===== src/rtl/bsr_pkg.sv =====
package bsr_pkg;
  typedef struct packed {
    logic shiftEn;
    logic loadA;
    logic loadB;
    logic aDrive;
    logic bDrive;
  } bsrStrobe_t;
endpackage


===== src/rtl/bsr_ctrl.sv =====
module bsr_ctrl
  import bsr_pkg::*;
#(
  parameter int SYNC_STAGES = 2
) (
  input  logic       clk,
  input  logic       rstN,
  input  logic       extClk,
  input  logic       parSel,
  input  logic       asyncSel,
  input  logic       dirAtoB,
  input  logic       aEn,
  output bsrStrobe_t strobe
);
  localparam int TOP = SYNC_STAGES - 1;

  logic [TOP:0] syncQ;
  logic         lastQ;
  logic         extRise;
  logic         loadFire;

  generate
    if (SYNC_STAGES == 1) begin : g_sync1
      always_ff @(posedge clk) begin
        if (!rstN) syncQ <= '0;
        else       syncQ <= extClk;
      end
    end else begin : g_syncN
      always_ff @(posedge clk) begin
        if (!rstN) syncQ <= '0;
        else       syncQ <= {syncQ[TOP-1:0], extClk};
      end
    end
  endgenerate

  always_ff @(posedge clk) begin
    if (!rstN) lastQ <= 1'b0;
    else       lastQ <= syncQ[TOP];
  end

  assign extRise  = syncQ[TOP] & ~lastQ;
  assign loadFire = asyncSel | extRise;

  always_comb begin
    strobe         = '0;
    strobe.aDrive  = ~dirAtoB & aEn;
    strobe.bDrive  = dirAtoB;
    if (!parSel) begin
      strobe.shiftEn = extRise;
    end else if (dirAtoB) begin
      strobe.loadA = loadFire & aEn;
    end else begin
      strobe.loadB = loadFire;
    end
  end


  single_rise_chk: assert property (@(posedge clk) disable iff (!rstN)
    extRise |=> !extRise);
endmodule


===== src/rtl/bsr_datapath.sv =====
module bsr_datapath
  import bsr_pkg::*;
#(
  parameter int WIDTH = 8
) (
  input  logic             clk,
  input  logic             rstN,
  input  bsrStrobe_t       strobe,
  input  logic             serIn,
  input  logic [WIDTH-1:0] aIn,
  input  logic [WIDTH-1:0] bIn,
  output logic [WIDTH-1:0] stageQ,
  output logic             aOe,
  output logic             bOe,
  output logic             serOut
);
  localparam int MSB = WIDTH - 1;

  logic [WIDTH-1:0] stageD;

  generate
    for (genvar i = 0; i < WIDTH; i++) begin : g_stage
      logic fromLeft;
      if (i == 0) begin : g_first
        assign fromLeft = serIn;
      end else begin : g_rest
        assign fromLeft = stageQ[i-1];
      end
      assign stageD[i] = strobe.shiftEn ? fromLeft :
                         strobe.loadA   ? aIn[i]   :
                         strobe.loadB   ? bIn[i]   : stageQ[i];
    end
  endgenerate

  always_ff @(posedge clk) begin
    if (!rstN) begin
      stageQ <= '0;
      aOe    <= 1'b0;
      bOe    <= 1'b0;
    end else begin
      stageQ <= stageD;
      aOe    <= strobe.aDrive;
      bOe    <= strobe.bDrive;
    end
  end

  assign serOut = stageQ[MSB];


  shift_move_chk: assert property (@(posedge clk) disable iff (!rstN)
    strobe.shiftEn |=> (stageQ[0] == $past(serIn)) &&
                       (stageQ[MSB:1] == $past(stageQ[MSB-1:0])));

  hold_stable_chk: assert property (@(posedge clk) disable iff (!rstN)
    !(strobe.shiftEn || strobe.loadA || strobe.loadB) |=> $stable(stageQ));
endmodule


===== src/rtl/busShiftReg.sv =====
module busShiftReg
  import bsr_pkg::*;
#(
  parameter int WIDTH       = 8,
  parameter int SYNC_STAGES = 2
) (
  input  logic             clk,
  input  logic             rstN,
  input  logic             extClk,
  input  logic             aEn,
  input  logic             parSel,
  input  logic             dirAtoB,
  input  logic             asyncSel,
  input  logic             serIn,
  input  logic [WIDTH-1:0] aIn,
  output logic [WIDTH-1:0] aOut,
  output logic             aOe,
  input  logic [WIDTH-1:0] bIn,
  output logic [WIDTH-1:0] bOut,
  output logic             bOe,
  output logic             serOut
);
  bsrStrobe_t       strobe;
  logic [WIDTH-1:0] stageQ;

  bsr_ctrl #(.SYNC_STAGES(SYNC_STAGES)) i_ctrl (
    .clk(clk), .rstN(rstN), .extClk(extClk), .parSel(parSel),
    .asyncSel(asyncSel), .dirAtoB(dirAtoB), .aEn(aEn), .strobe(strobe)
  );

  bsr_datapath #(.WIDTH(WIDTH)) i_dp (
    .clk(clk), .rstN(rstN), .strobe(strobe), .serIn(serIn),
    .aIn(aIn), .bIn(bIn), .stageQ(stageQ), .aOe(aOe), .bOe(bOe),
    .serOut(serOut)
  );

  assign aOut = stageQ;
  assign bOut = stageQ;


  reset_clear_chk: assert property (@(posedge clk) disable iff (!rstN)
    !$past(rstN) |-> (stageQ == '0) && !aOe && !bOe);

  a_enable_chk: assert property (@(posedge clk) disable iff (!rstN)
    $past(rstN) |-> aOe == ($past(!dirAtoB) && $past(aEn)));

  b_enable_chk: assert property (@(posedge clk) disable iff (!rstN)
    $past(rstN) |-> bOe == $past(dirAtoB));
endmodule


===== config.mk =====
export PLATFORM = sky130hd
export DESIGN_NAME = busShiftReg
export DESIGN_NICKNAME = d
export VERILOG_FILES = /design/src/rtl/bsr_pkg.sv /design/src/rtl/bsr_ctrl.sv /design/src/rtl/bsr_datapath.sv /design/src/rtl/busShiftReg.sv
export SDC_FILE = /design/constraint.sdc
export NUM_CORES = 1
export LEC_CHECK = 0
export BUFFER_PORTS_ARGS = -buffer_cell sky130_fd_sc_hd__buf_2
export CAP_MARGIN = 5
export CORE_ASPECT_RATIO = 0.75
export CORE_UTILIZATION = 35
export DETAILED_ROUTE_END_ITERATION = 10
export PLACE_DENSITY = 0.67
export RECOVER_POWER = 25
export SYNTH_ARGS = -nofsm -noshare
export SYNTH_HDL_FRONTEND = slang
export SYNTH_HIERARCHICAL = 1
export SYNTH_SLANG_ARGS = --single-unit

===== constraint.sdc =====
create_clock -name clk -period 2.3 [get_ports clk]
set_clock_uncertainty 0.2 [all_clocks]
set_input_delay 0.23 -clock clk [delete_from_list [all_inputs] [get_ports clk]]
set_output_delay 0.23 -clock clk [all_outputs]
set_load 0.05 [all_outputs]

After elaboration in Yosys (flattened, before gate mapping)
Cells that the tools add are included.
Storage, ports and cells
  word-level logic and storage cells: 40
  bits in registers: 13
Cells by class
  mux-type cells: 28
  bitwise gates (word level): 6
  reductions and logical operators: 1
Operators with widths (count)
  $mux W1: 27
  $and A1 B1 Y1: 3
  $reduce_bool A3 Y1: 1
  $mux W2: 1
  $not A1 Y1: 2
  $or A1 B1 Y1: 1

Longest topological paths before layout
Gate-level depths: netlist of the first run.
  depth after elaboration: 9
  depth in mapped cells: 7
  gate-level depth less buffers: 5

Hierarchy
Netlist of the first run, hierarchy kept.
By module, submodules not included
  bsr_datapath: cells each 59, area an instance 520.5 um^2, instances 1
  bsr_ctrl: cells each 15, area an instance 136.4 um^2, instances 1
  busShiftReg: cells each 8, area an instance 60.1 um^2, instances 1

Least setup slack after synthesis of the first run
No wires, ideal clock.
  kind: reg-to-reg
  start: register i_ctrl.lastQ
  end: register i_dp.stageQ[1]
  buffers on the path: 1
  path slack: 0.689 ns
  library setup time: 0.117 ns
  data arrival time: 1.294 ns
  cell stages (with the launch flop): 6
  period minus slack after synthesis: 1.611 ns
  data required time: 1.983 ns
  path through: dfxtp_1 > nand2b_4 > nor2_1 > buf_4 > nand2b_1 > a32o_1
RTL lines
  start, declared: RTL line bsr_ctrl.sv:18  | logic lastQ;
  start signal, assigned: RTL line bsr_ctrl.sv:38  | else lastQ <= syncQ[TOP];
  end signal, assigned: RTL line bsr_datapath.sv:41  | stageQ <= stageD;
  end, declared: RTL line bsr_datapath.sv:12  | output logic [WIDTH-1:0] stageQ,

==> flow_summary.toml, run 1 <==
[status]
status = "finished, final reports clean"

[floorplanning]
ios = 43
start_util_pct = 39.4
rows = 13
dieWidth_um = 54.3
core_um2 = 1820
die_h_um = 41.2
dieArea_um2 = 2240

[drt]
dr.pass1.iters = 4
drt_iter0_markers = 15
met3WireLength_um = 149
wl_met1_um = 725
dr_total_vias = 679
drcViolationCount = 0
top_layer = "met4"
via_per_inst = 4.88
routedWlPerCell_um = 11.4
ant_nets = 0
wirelength_mm = 1.58
wl_met2_um = 694

[synthesis]
synth_top_area_share_pct = 36.3
ys_warn_count = 6
syn_inst = 82
synth_nets = 106
synthFlopType = "dfxtp_1"
ys_top_cells_by_count = "dfxtp_1 (13), buf_4 (11), a21oi_1 (10)"
async_flop_share_pct = 0
synthTopCellsByArea = "dfxtp_1 (36%), buf_4 (12%), a32o_1 (8.4%)"
yosysMostFrequentCell = "dfxtp_1"
seq_area_frac_synth_pct = 36.3
synth_area_per_cell_um2 = 8.74
netlist_area_um2 = 717
ys_ff_latch = 13
ys_types = 22
synth.largest_area_cell = "dfxtp_1"
synth_edf_count = 0

[placement]
place_inst = 134
place_congestion = 0.648
io_buffers = 42

[timing]
max_slew.worst_pin.slew_ps = 595
final.min_clock_period_ps = 1660
setup_viol = 0
rsz0062_at_grt = "no"
finalSetupTns_ps = 0
slew_viol_final = 0
max_freq_mhz = 601
period_share_pct = 72.4
finalHoldViolCount = 0
slew_headroom_pct = 60.5

[hold_path]
hold_class = "in2reg"
min_to = "i_dp/bOe"
min_from = "dirAtoB"
hold-path-cell-count = 2

[finish]
diodes = 0
stdcell_count = 139
fillers = 183
fin_util_pct = 49.5
num-nets-final = 142
final_layout_size_suffix_gt1_share_pct = 42.7
syn_to_final_growth_pct = 25.8

[critical_path]
r2r-start = "i_ctrl/lastQ"
start_kind = "flop"
cp_max_fo = 17
regToRegSetupSlack_ps = 640
endpoint_kind = "flop"
worstPathRequired_ps = 2330
rr_worst_depth = 5
cp.arrival_ps = 1690
reg2reg_to = "i_dp/stageQ[4]"
path_class = "reg2reg"

[clocking]
cts_resized = 0
clk_pin_slew_ps = 90
cts-root-buf = "clkbuf_4"
clk_path_buf_depth = 2
cts_sinks = 13
cts_buffers = 3
tritoncts = "done"
cts-htree-levels = 1
clock_latency_ps = 280

[grt]
grt_first_pass_wirelength_mm = 2.35
grt_usage_pct = 15.8
antenna_found_initial = 0
grt_remaining_overflow = 0
grt_pass1_vias = 508
grt_max_degree = 18

[power_and_ir_drop]
p_per_area_nw_per_um2 = 634
leakagePower_nw = 0.426
irDropWorstVdd_mv = 0.388

[job]
max_cap_viol_count = 0
[placed cells by master (no fill, tap or decap)]
cell type | netlist | final
a21oi_1 | 10 | 10
a32o_1 | 6 | 6
a32o_2 | 2 | 2
and2_0 | 0 | 3
and2_1 | 4 | 1
and2_2 | 1 | 1
buf_2 | 1 | 38
buf_4 | 11 | 3
clkbuf_1 | 1 | 4
clkbuf_4 | 0 | 3
clkinv_2 | 0 | 1
dfxtp_1 | 13 | 13
dlygate4sd3_1 | 0 | 1
inv_1 | 1 | 1
nand2_1 | 8 | 8
nand2b_1 | 8 | 8
nand2b_4 | 1 | 1
nand3_1 | 1 | 1
nor2_1 | 1 | 1
nor2b_1 | 1 | 1
nor4b_4 | 1 | 1
o21ai_0 | 4 | 4
o21ai_1 | 4 | 4
or2b_1 | 1 | 1
[worst max path at each step]
stage	start	depth (start not counted)	slack (ps)	endpoint
finish	i_ctrl/lastQ	5	640	i_dp/stageQ[4]
detailed placement	i_ctrl/lastQ	5	650	i_dp/stageQ[4]
floorplan	i_ctrl/lastQ	5	690	i_dp/stageQ[1]
global route	i_ctrl/lastQ	5	510	i_dp/stageQ[7]
CTS	i_ctrl/lastQ	5	620	i_dp/stageQ[4]
global placement	i_ctrl/lastQ	5	700	i_dp/stageQ[4]
[sequential cells by signal, summed over array words and instances (netlist names)]
| name | cells |
|---|---|
| i_dp/aOe | 1 |
| i_ctrl/syncQ | 2 |
| i_dp/stageQ | 8 |
| i_ctrl/lastQ | 1 |
| i_dp/bOe | 1 |
[critical path, cell delays in order, from the launching register on]
cell	delay, ps
dfxtp_1	320
nand2b_4	120
a21oi_1	60
buf_4	190
nor4b_4	530
a32o_1	200
[cell type report]
cell class              instances  area [um2]  area share [%]
clock inverters                 1        5.00           0.555
flip-flops and latches         13         260            28.8
well taps                      22        27.5            3.05
repair buffers                 46         238            26.4
inverters                       1        3.75           0.416
multi-input cells              53         345            38.3
clock buffers                   3        22.5            2.50
[where the power goes]
group	total [W]	switching (W)	internal [W]
Sequential	0.000250	0.0000107	0.000239
Clock	0.000144	0.0000799	0.0000646
Combinational	0.000177	0.000123	0.0000545
[layer usage]
layer,global-route usage (%),vias to the layer above
met5,0,-
met4,3.85,0
met3,8.15,2
met2,23.8,28
met1,20.0,299
li1,-,350
[repair_timing]
action                    4_1_cts  5_1_grt
hold endpoints to repair        1        0
setup buffers                   0        0
hold buffers                    1        0
[per-stage QoR]
step	power [W]	hold WS [ps]	setup WS (ps)	instance area [um2]
2_1_floorplan	0.000399	152	689	717
3_3_place_gp	0.000431	211	699	870
3_5_place_dp	0.000433	221	647	870
4_1_cts	0.000579	2.38	619	907
5_1_grt	0.000610	2.62	507	902
6_report	0.000572	9.26	636	902
[logic make-up (layout without fill, tap and decap cells)]
kind of cell,after synthesis,in the layout,share of synthesized area [%]
AOI/OAI and AO/OA,26,26,24.1
buffers and inverters,16,51,15.5
DFF,13,13,36.3
and+or+nand+nor,27,27,24.1
Power figures use the tool's default switching activity.
==> run 2: changes to the inputs <==
--- a/config.mk
+++ b/config.mk
@@ -5,6 +5,7 @@
 export SDC_FILE = /design/constraint.sdc
 export NUM_CORES = 1
 export LEC_CHECK = 0
+export ABC_AREA = 1
 export BUFFER_PORTS_ARGS = -buffer_cell sky130_fd_sc_hd__buf_2
 export CAP_MARGIN = 5
 export CORE_ASPECT_RATIO = 0.75
==> constraint.sdc (replaced) <==
create_clock -name clk -period 1.47 [get_ports clk]
set_clock_uncertainty 0.2 [all_clocks]
set_input_delay 0.147 -clock clk [delete_from_list [all_inputs] [get_ports clk]]
set_output_delay 0.147 -clock clk [all_outputs]
set_load 0.05 [all_outputs]
==> run 2 against run 1 <==
Net effect:
- the flow now finishes with violations (DRC)
- fmax rose by 17%
- clock power rose by 58%
- highest routed layer is now met3
- count of clock-buffer cells in the layout grew 1
- via count rose by 31%
- global-route usage down 0.21 points
- hold slack improved by 33 ps
- area after synthesis up 15%
==> flow_summary.toml, run 2 <==
[grt]
grt_usage_pct = 15.6
grt_remaining_overflow = 0
grt_max_degree = 10
grt_first_pass_wirelength_mm = 2.94
antenna_found_initial = 0
grt_pass1_vias = 683

[timing]
finalHoldViolCount = 0
slew_viol_final = 0
final.min_clock_period_ps = 1420
slew_headroom_pct = 79.3
setup_viol = 0
max_freq_mhz = 703
period_share_pct = 96.8
hold_ws_ps = 41.8
max_slew.worst_pin.slew_ps = 309
rsz0062_at_grt = "yes"

[power_and_ir_drop]
seqPwrFrac_pct = 42.9
pwr-share-clk_pct = 25.5
leakagePower_nw = 0.699
combPwrFrac_pct = 31.7
irDropWorstVdd_mv = 0.470
p_int_w = 0.000567
p_per_area_nw_per_um2 = 799
switching_share_pct = 36.7
p_sw_w = 0.000329

[placement]
place_congestion = 0.780
io_buffers = 42
dp_hpwl_mm = 1.38
place_inst = 191

[status]
violations = "DRC"
status = "finished with violations"

[floorplanning]
rows = 14
ios = 43
die_h_um = 44
dieWidth_um = 58.0
core_um2 = 2100
dieArea_um2 = 2550
start_util_pct = 39.2

[synthesis]
ys_top_cells_by_count = "nand2_1 (49), inv_1 (18), nor2_1 (17)"
syn_inst = 134
seq_area_frac_synth_pct = 31.6
ys_warn_count = 6
ys_ff_latch = 13
synth_edf_count = 0
synthFlopType = "dfxtp_1"
synthTopCellsByArea = "dfxtp_1 (32%), nand2_1 (22%), buf_4 (9.1%)"
synth_nets = 158
ys_types = 13
synth.largest_area_cell = "dfxtp_1"
async_flop_share_pct = 0
netlist_area_um2 = 823
yosysMostFrequentCell = "nand2_1"
synth_top_area_share_pct = 31.6
synth_area_per_cell_um2 = 6.14

[drt]
wirelength_mm = 1.97
dr.pass1.iters = 7
drcViolationCount = 4
drt_iter0_markers = 27
ant_nets = 0
via_per_inst = 4.37
routedWlPerCell_um = 9.70
dr_total_vias = 887

[critical_path]
rr_worst_depth = 9
cp_max_fo = 6
start_kind = "flop"
endpoint_kind = "flop"
worstPathRequired_ps = 1500
regToRegSetupSlack_ps = 50
path_class = "reg2reg"
cp.arrival_ps = 1450
reg2reg_to = "i_dp/stageQ[2]"
r2r-start = "i_ctrl/syncQ[1]"

[finish]
largest_reg_flops = 8
final_layout_size_suffix_gt1_share_pct = 36.3
diodes = 0
syn_to_final_growth_pct = 36.3
fillers = 226
top_regs = "i_dp/stageQ: 8 flops, i_ctrl/syncQ: 2 flops"
stdcell_count = 203
top_register = "i_dp/stageQ"
num-nets-final = 204
mostFrequentLayoutCells = "nand2_1 (49), buf_2 (39), inv_1 (17), nor2_1 (17), nand3_1 (12)"
layout_commonest_cell = "nand2_1"

[clocking]
cts-htree-levels = 1
cts_buffers = 3
tritoncts = "done"
clk_pin_slew_ps = 80
post-cts-setup-buffers = 0
clk_path_buf_depth = 2
cts_sinks = 13
clock_latency_ps = 280
cts-root-buf = "clkbuf_4"

[hold_path]
min_to = "i_dp/stageQ[3]"
hold_class = "in2reg"
min_from = "rstN"
hold-path-cell-count = 3

[job]
max_cap_viol_count = 0
run 2: stage by stage:
| step | util [%] | area [um2] | total power (W) | setup TNS [ps] | setup slack [ps] |
|---|---|---|---|---|---|
| after floorplan | - | 825 | 0.000595 | 0 | 87.7 |
| after global placement | 47.1 | 990 | 0.000648 | 0 | 63.2 |
| after detailed placement | 47.1 | 990 | 0.000651 | 0 | 19.5 |
| after CTS | 51.7 | 1090 | 0.000892 | 0 | 1.96 |
| after global routing | 53.4 | 1120 | 0.000944 | -337 | -49.9 |
| final | 53.4 | 1120 | 0.000897 | 0 | 47.5 |
run 2: cell families after synthesis:
logic type             Yosys count  synth area share (%)
AOI/OAI and AO/OA                3                  3.19
and+or+nand+nor                 81                  41.9
DFF                             13                  31.6
buffers and inverters           37                  23.3
run 2: layout make-up:
type	instances	area (um2)	share of cell area [%]
clock buffers	4	26.3	2.34
inverters	25	93.8	8.36
multi-input cells	85	403	35.9
flip-flops and latches	13	263	23.4
well taps	24	30.0	2.68
repair buffers	52	307	27.3
run 2: per-layer routing:
metal,vias to the layer above,global-route usage (%),wire length [um]
li1,473,-,-
met1,380,20.8,953
met2,34,24.8,881
met3,0,5.37,135
met4,0,2.86,0
met5,-,0,0
run 2: worst max-delay path, cell delays in order (launching register included):
cell and delay, ps:
dfxtp_2 360, nand2_4 80, a21oi_4 170, buf_6 180, nor2_8 60, nor2_4 100
nand2_1 60, nand3_1 70, nand2_1 50, inv_1 50
run 2: what timing repair did:
item / in CTS / in global routing
gates resized for setup: 0 / 6
setup endpoints to repair: 0 / 8
endpoints found under the hold margin: 9 / 0
hold buffers: 7 / 0
run 2: power groups by stage:
stage | registers, W | logic [W] | clock network [W]
final | 0.000384 | 0.000284 | 0.000228
after CTS | 0.000384 | 0.000273 | 0.000235
after global placement | 0.000391 | 0.000257 | 0
after detailed placement | 0.000392 | 0.000259 | 0
after global routing | 0.000388 | 0.000308 | 0.000249
after floorplan | 0.000442 | 0.000153 | 0
run 2: worst max path at each step:
stage                               start  slack, ps  cells past startpoint        endpoint
after detailed placement  i_ctrl/syncQ[1]         20                      8  i_dp/stageQ[7]
after global routing      i_ctrl/syncQ[1]        -50                      9  i_dp/stageQ[5]
after CTS                 i_ctrl/syncQ[1]          2                      8  i_dp/stageQ[7]
after floorplan           i_ctrl/syncQ[1]         90                     10  i_dp/stageQ[2]
after global placement    i_ctrl/syncQ[1]         60                      7  i_dp/stageQ[6]
final                     i_ctrl/syncQ[1]         50                      9  i_dp/stageQ[2]
